==> src/rtl/ocr_pkg.sv <==
package ocr_pkg;
  localparam int unsigned FRAME_W = 16;
  localparam int unsigned ADDR_W  = 3;
  localparam int unsigned NUM_HS  = 4;
  localparam int unsigned NUM_LS  = 8;
  localparam int unsigned NUM_CH  = NUM_HS + NUM_LS;
  localparam int unsigned CNT_W   = $clog2(FRAME_W + 2);

  typedef enum logic [ADDR_W-1:0] {
    A_OUT  = 3'd0,
    A_MODE = 3'd1,
    A_GATE = 3'd2,
    A_SNS  = 3'd3,
    A_OLD  = 3'd4,
    A_R5   = 3'd5,
    A_NONE = 3'd6,
    A_TEST = 3'd7
  } reg_addr_e;
endpackage

==> src/rtl/ocr_spi_rx.sv <==
module ocr_spi_rx
  import ocr_pkg::*;
(
  input  logic               clk_i,
  input  logic               rst_ni,
  input  logic               sclk_i,
  input  logic               cs_ni,
  input  logic               mosi_i,
  output logic               sclk_rise_o,
  output logic               cs_fall_o,
  output logic               wr_en_o,
  output logic [FRAME_W-1:0] wr_word_o
);
  localparam logic [CNT_W-1:0] CNT_SAT  = CNT_W'(FRAME_W + 1);
  localparam logic [CNT_W-1:0] CNT_FULL = CNT_W'(FRAME_W);

  logic [2:0] sclk_sy, cs_sy;
  logic [1:0] mosi_sy;
  logic [FRAME_W-1:0] sh_q;
  logic [CNT_W-1:0]   cnt_q;
  logic cs_rise, active;

  always_ff @(posedge clk_i or negedge rst_ni) begin
    if (!rst_ni) begin
      sclk_sy <= '0;
      cs_sy   <= '1;
      mosi_sy <= '0;
    end else begin
      sclk_sy <= {sclk_sy[1:0], sclk_i};
      cs_sy   <= {cs_sy[1:0], cs_ni};
      mosi_sy <= {mosi_sy[0], mosi_i};
    end
  end

  assign sclk_rise_o = sclk_sy[1] & ~sclk_sy[2];
  assign cs_fall_o   = ~cs_sy[1] & cs_sy[2];
  assign cs_rise     = cs_sy[1] & ~cs_sy[2];
  assign active      = ~cs_sy[1];

  always_ff @(posedge clk_i or negedge rst_ni) begin
    if (!rst_ni) begin
      sh_q      <= '0;
      cnt_q     <= '0;
      wr_en_o   <= 1'b0;
      wr_word_o <= '0;
    end else begin
      wr_en_o <= 1'b0;
      if (cs_fall_o) begin
        cnt_q <= '0;
      end else if (sclk_rise_o && active) begin
        sh_q <= {sh_q[FRAME_W-2:0], mosi_sy[1]};
        if (cnt_q != CNT_SAT) cnt_q <= cnt_q + 1'b1;
      end
      if (cs_rise && cnt_q == CNT_FULL) begin
        wr_en_o   <= 1'b1;
        wr_word_o <= sh_q;
      end
    end
  end
endmodule

==> src/rtl/ocr_regs.sv <==
module ocr_regs
  import ocr_pkg::*;
(
  input  logic               clk_i,
  input  logic               rst_ni,
  input  logic               wr_en_i,
  input  logic [FRAME_W-1:0] wr_word_i,
  output logic [NUM_CH-1:0]  out_q_o,
  output logic [NUM_CH-1:0]  mode_q_o,
  output logic               gate_q_o,
  output logic [NUM_HS-1:0]  sns_q_o,
  output logic [NUM_CH-1:0]  ol_q_o
);
  reg_addr_e             addr;
  logic [NUM_CH-1:0]     data;

  assign addr = reg_addr_e'(wr_word_i[FRAME_W-1 -: ADDR_W]);
  assign data = wr_word_i[NUM_CH-1:0];

  always_ff @(posedge clk_i or negedge rst_ni) begin
    if (!rst_ni) begin
      out_q_o  <= '0;
      mode_q_o <= '1;
      gate_q_o <= 1'b0;
      sns_q_o  <= '0;
      ol_q_o   <= '0;
    end else if (wr_en_i) begin
      unique case (addr)
        A_OUT:  out_q_o  <= data;
        A_MODE: mode_q_o <= data;
        A_GATE: gate_q_o <= data[0];
        A_SNS:  sns_q_o  <= data[NUM_HS-1:0];
        A_OLD:  ol_q_o   <= data;
        default: ;
      endcase
    end
  end
endmodule

==> src/rtl/ocr_chan_mix.sv <==
module ocr_chan_mix
  import ocr_pkg::*;
(
  input  logic [NUM_HS-1:0] hs_in_i,
  input  logic              ls_in_i,
  input  logic              gate_i,
  input  logic [NUM_CH-1:0] out_i,
  input  logic [NUM_CH-1:0] mode_i,
  input  logic [NUM_CH-1:0] ol_i,
  output logic [NUM_CH-1:0] drive_o,
  output logic [NUM_CH-1:0] ol_en_o
);
  logic ls_src;
  assign ls_src = ls_in_i & gate_i;

  for (genvar i = 0; i < NUM_CH; i++) begin : g_ch
    logic src;
    if (i < NUM_HS) begin : g_hs
      assign src        = hs_in_i[i];
      assign ol_en_o[i] = ~ol_i[i];
    end else begin : g_ls
      assign src        = ls_src;
      assign ol_en_o[i] = ol_i[i];
    end
    assign drive_o[i] = mode_i[i] ? (src & out_i[i]) : (src | out_i[i]);
  end
endmodule

==> src/rtl/ocr_top.sv <==
module ocr_top
  import ocr_pkg::*;
(
  input  logic              clk_i,
  input  logic              rst_ni,
  input  logic              sclk_i,
  input  logic              cs_ni,
  input  logic              mosi_i,
  input  logic [3:0]        hs_in_i,
  input  logic              ls_in_i,
  output logic [11:0]       drive_o,
  output logic [3:0]        sense_sel_o,
  output logic [1:0]        sense_pin_o,
  output logic [11:0]       ol_en_o
);
  logic               sclk_rise, cs_fall, wr_en;
  logic [FRAME_W-1:0] wr_word;
  logic [NUM_CH-1:0]  out_q, mode_q, ol_q;
  logic               gate_q;
  logic [NUM_HS-1:0]  sns_q;

  ocr_spi_rx i_rx (
    .clk_i, .rst_ni, .sclk_i, .cs_ni, .mosi_i,
    .sclk_rise_o(sclk_rise), .cs_fall_o(cs_fall),
    .wr_en_o(wr_en), .wr_word_o(wr_word)
  );

  ocr_regs i_regs (
    .clk_i, .rst_ni, .wr_en_i(wr_en), .wr_word_i(wr_word),
    .out_q_o(out_q), .mode_q_o(mode_q), .gate_q_o(gate_q),
    .sns_q_o(sns_q), .ol_q_o(ol_q)
  );

  ocr_chan_mix i_mix (
    .hs_in_i, .ls_in_i, .gate_i(gate_q), .out_i(out_q), .mode_i(mode_q),
    .ol_i(ol_q), .drive_o, .ol_en_o
  );

  assign sense_sel_o = sns_q;
  for (genvar p = 0; p < NUM_HS/2; p++) begin : g_pair
    assign sense_pin_o[p] = |sns_q[2*p +: 2];
  end
endmodule

==> config.mk <==
export PLATFORM = sky130hd
export DESIGN_NAME = ocr_top
export DESIGN_NICKNAME = d
export VERILOG_FILES = /design/src/rtl/ocr_pkg.sv /design/src/rtl/ocr_spi_rx.sv /design/src/rtl/ocr_regs.sv /design/src/rtl/ocr_chan_mix.sv /design/src/rtl/ocr_top.sv
export SDC_FILE = /design/constraint.sdc
export NUM_CORES = 1
export LEC_CHECK = 0
export BUFFER_PORTS_ARGS = -buffer_cell sky130_fd_sc_hd__buf_2
export CAP_MARGIN = 40
export CORE_MARGIN = 5
export CORE_UTILIZATION = 43
export CTS_BUF_LIST = sky130_fd_sc_hd__clkbuf_4 sky130_fd_sc_hd__clkbuf_8 sky130_fd_sc_hd__clkbuf_16
export DETAILED_ROUTE_END_ITERATION = 10
export GPL_TIMING_DRIVEN = 0
export HOLD_SLACK_MARGIN = 0.08
export PLACE_DENSITY = 0.6
export SLEW_MARGIN = 40
export SYNTH_ARGS = -nofsm -noshare
export SYNTH_HDL_FRONTEND = slang
export SYNTH_SLANG_ARGS = --single-unit
==> constraint.sdc <==
create_clock -name clk_i -period 2 [get_ports clk_i]
set_clock_uncertainty 0.15 [all_clocks]
set_input_delay 0.1 -clock clk_i [delete_from_list [all_inputs] [get_ports clk_i]]
set_output_delay 0.1 -clock clk_i [all_outputs]
set_load 0.005 [all_outputs]
==> run_results.csv <==
group,metric,value,unit
run,max_cap_viol_count,0,
synth,syn_inst,255,
setup_path,crit_required,2.07,ns
floorplanning,die_width,101.3,um
final_layout,layout_commonest_cell,"dfrtp_1",
power_and_ir_drop,total_power,0.003059,W
final_layout,layout.nets,322,
setup_path,startpoint_type,"flip-flop",
setup_path,cp_max_fo,10,
clocking,root_buffer,"clkbuf_8",
route,dr.pass1.iters,4,
global_route,grt_overflow,0,
global_route,grt_pass1_wl,10240,um
power_and_ir_drop,irDropWorstVdd,346.6,uV
synth,synth_edf_count,0,
timing,finalSetupViolCount,0,
floorplanning,dieArea,10260,um^2
final_layout,antenna_cells,0,
clocking,post-cts-setup-buffers,0,
synth,yosys_warnings,0,
timing,rsz0062_at_grt,"no",
floorplanning,start_util,43.83,%
setup_path,crit_arrival,1.97,ns
global_route,grt_pass1_vias,2121,
power_and_ir_drop,cellPowerDensity,734.7,nW/um^2
route,avgViaCountPerCell,4.840,
timing,final_hold_viol_count,0,
synth,netlist_area,3583,um^2
place,io_buffers,39,
synth,syn_nets,268,
outcome,status,"finished clean",
timing,fmax,526.6,MHz
setup_path,end_kind,"flip-flop",
final_layout,fin_area,4164,um^2
floorplanning,boundaryPins,40,
place,hpwl,4101,um
global_route,grt_start_max_net_pins,49,
synth,yosysTopAreaCell,"dfrtp_1",
timing,fin_crit_sh,94.95,%
clocking,numCtsBuffers,9,
synth,synth.top_cell.area_share,49.58,%
clocking,cts_tree,"yes",
power_and_ir_drop,p_leak,2.200,nW
synth,async_reset_ff_share,100.0,%
floorplanning,core,8175,um^2
route,routed_wl,5782,um
place,place_congestion,0.8223,
floorplanning,fp.dieH,101.3,um
synth,ys_types,34,
setup_path,crit_type,"reg2reg",
clocking,cts_sinks,86,
floorplanning,rows,33,
final_layout,layout-area-overhead-vs-synth,16.20,%
place,dpl_cell_area,3936,um^2
global_route,track_usage,12.86,%
synth,synth_seq_area_share,60.58,%
route,drtAntennaViolNets,0,
synth,syn_area_per_cell,14.05,um^2
clocking,clockBufferDepth,2,
route,drt_iter0_drc,28,
route,vias,2028,
timing,drv_slew,0,
clocking,path_clk_slew,0.08,ns
hold_path,timing.hold.worst.class,"in2async",
timing,slew_headroom,65.41,%
final_layout,most-common-layout-cells,"71 x dfrtp_1, 42 x buf_2, 35 x mux2_1",
timing,worstMarginPinSlew,0.5176,ns
synth,synthTopCellsByArea,"dfrtp_1 50%, dfstp_2 11%, mux2_1 11%",
final_layout,layout-drive-gt1-share,40.13,%
timing,period_minus_slack,1.899,ns
route,wire_per_inst,13.80,um
route,drc,0,
synth,ys.flop_type,"dfrtp_1",
clocking,clk_latency,0.33,ns
global_route,antenna_found_initial,0,
synth,ys_seq_elements,86,
clocking,htree_levels,3,
## kinds of logic (layout without fill, tap and decap cells)
family / Yosys count / after routing / share of synthesized area [%]
DFF: 86 / 86 / 60.58
muxes: 68 / 68 / 21.37
and+or+nand+nor: 47 / 47 / 8.240
buffers and inverters: 27 / 86 / 4.225
AOI/OAI and AO/OA: 20 / 20 / 3.422
adders and majority gates: 7 / 7 / 2.165
## per-layer routing
| metal | GRT usage (%) | up-vias | wire, um |
|---|---|---|---|
| li1 | - | 986 | - |
| met1 | 16.91 | 1012 | 2711 |
| met2 | 20.52 | 25 | 2807 |
| met3 | 2.479 | 5 | 197 |
| met4 | 6.135 | 0 | 65 |
| met5 | 0 | - | 0 |
## what timing repair did
item,in CTS,in global routing
endpoints found under the hold margin,81,0
setup endpoints to repair,8,10
hold buffers,4,0
pin swaps,0,0
gates cloned,0,0
gates resized for setup,0,1
## power by group
group / switching [W] / internal, W / total, W
clock: 0.000536 / 0.000575 / 0.00111
combinational: 0.0000610 / 0.0000557 / 0.000117
sequential: 0.0000392 / 0.00179 / 0.00183
## sequential cells by signal, summed over array words and instances (netlist names)
signal	flops
i_rx.sclk_sy	3
i_regs.out_q_o	12
i_rx.cs_sy	3
i_rx.mosi_sy	2
i_regs.ol_q_o	12
i_regs.mode_q_o	12
i_rx.cnt_q	5
i_rx.sh_q	16
i_rx.wr_word_o	15
i_rx.wr_en_o	1
i_regs.sns_q_o	4
i_regs.gate_q_o	1
## through the flow
step | hold slack [ns] | setup TNS, ns | instances | setup WS (ns) | utilization [%]
detailed placement | -0.08478 | 0 | 400 | 0.06386 | 48.15
floorplan | -0.3456 | 0 | 255 | 0.3177 | -
global route | 0.1531 | 0 | 419 | 0.005929 | 50.93
finish | 0.1146 | 0 | 419 | 0.1011 | 50.93
CTS | 0.1119 | 0 | 419 | 0.05071 | 50.87
global placement | 0.05690 | -4.083 | 399 | -0.06295 | 47.83
## cells in the mapped netlist, drive strengths merged, types with 3 or more instances
master  instances
nand2          16
inv            12
mux2           68
dfstp          15
a21o            8
nor4bb          3
nor2           10
ha              3
nand3           3
maj3            4
dfrtp          71
a21oi           4
buf            14
o21ai           7
## worst paths after layout
path	start	to	slack (ns)	cells past startpoint
setup / recovery	i_rx.wr_word_o[14]$_DFFE_PN0P_	i_regs.out_q_o[8]$_DFFE_PN0P_	0.10	3
hold / removal	rst_ni	i_rx.cnt_q[2]$_DFFE_PN0P_	0.11	2
setup reg to reg	i_rx.wr_word_o[14]$_DFFE_PN0P_	i_regs.out_q_o[8]$_DFFE_PN0P_	0.10	3
hold reg to reg	i_rx.sclk_sy[0]$_DFF_PN0_	i_rx.sclk_sy[1]$_DFF_PN0_	0.20	0
max in group asynchronous	rst_ni	i_regs.mode_q_o[8]$_DFFE_PN1P_	0.97	3
min in group clk_i	i_rx.sclk_sy[0]$_DFF_PN0_	i_rx.sclk_sy[1]$_DFF_PN0_	0.20	0
## critical path: stages, from the launching register on
cell     delay [ns]
dfrtp_1        0.44
nor4b_2        0.46
buf_2          0.35
mux2_2         0.38
## area by class of cell
type | instances | area, um^2
Tap cell | 105 | 131.4
Timing Repair Buffer | 44 | 261.5
Multi-Input combinational cell | 142 | 1266
Buffer | 14 | 102.6
Inverter | 12 | 45.04
Fill cell | 725 | 4011
Clock buffer | 15 | 181.4
Sequential cell | 86 | 2171
Clock inverter | 1 | 5.005
Note: power is estimated with default switching activity, not from simulation.
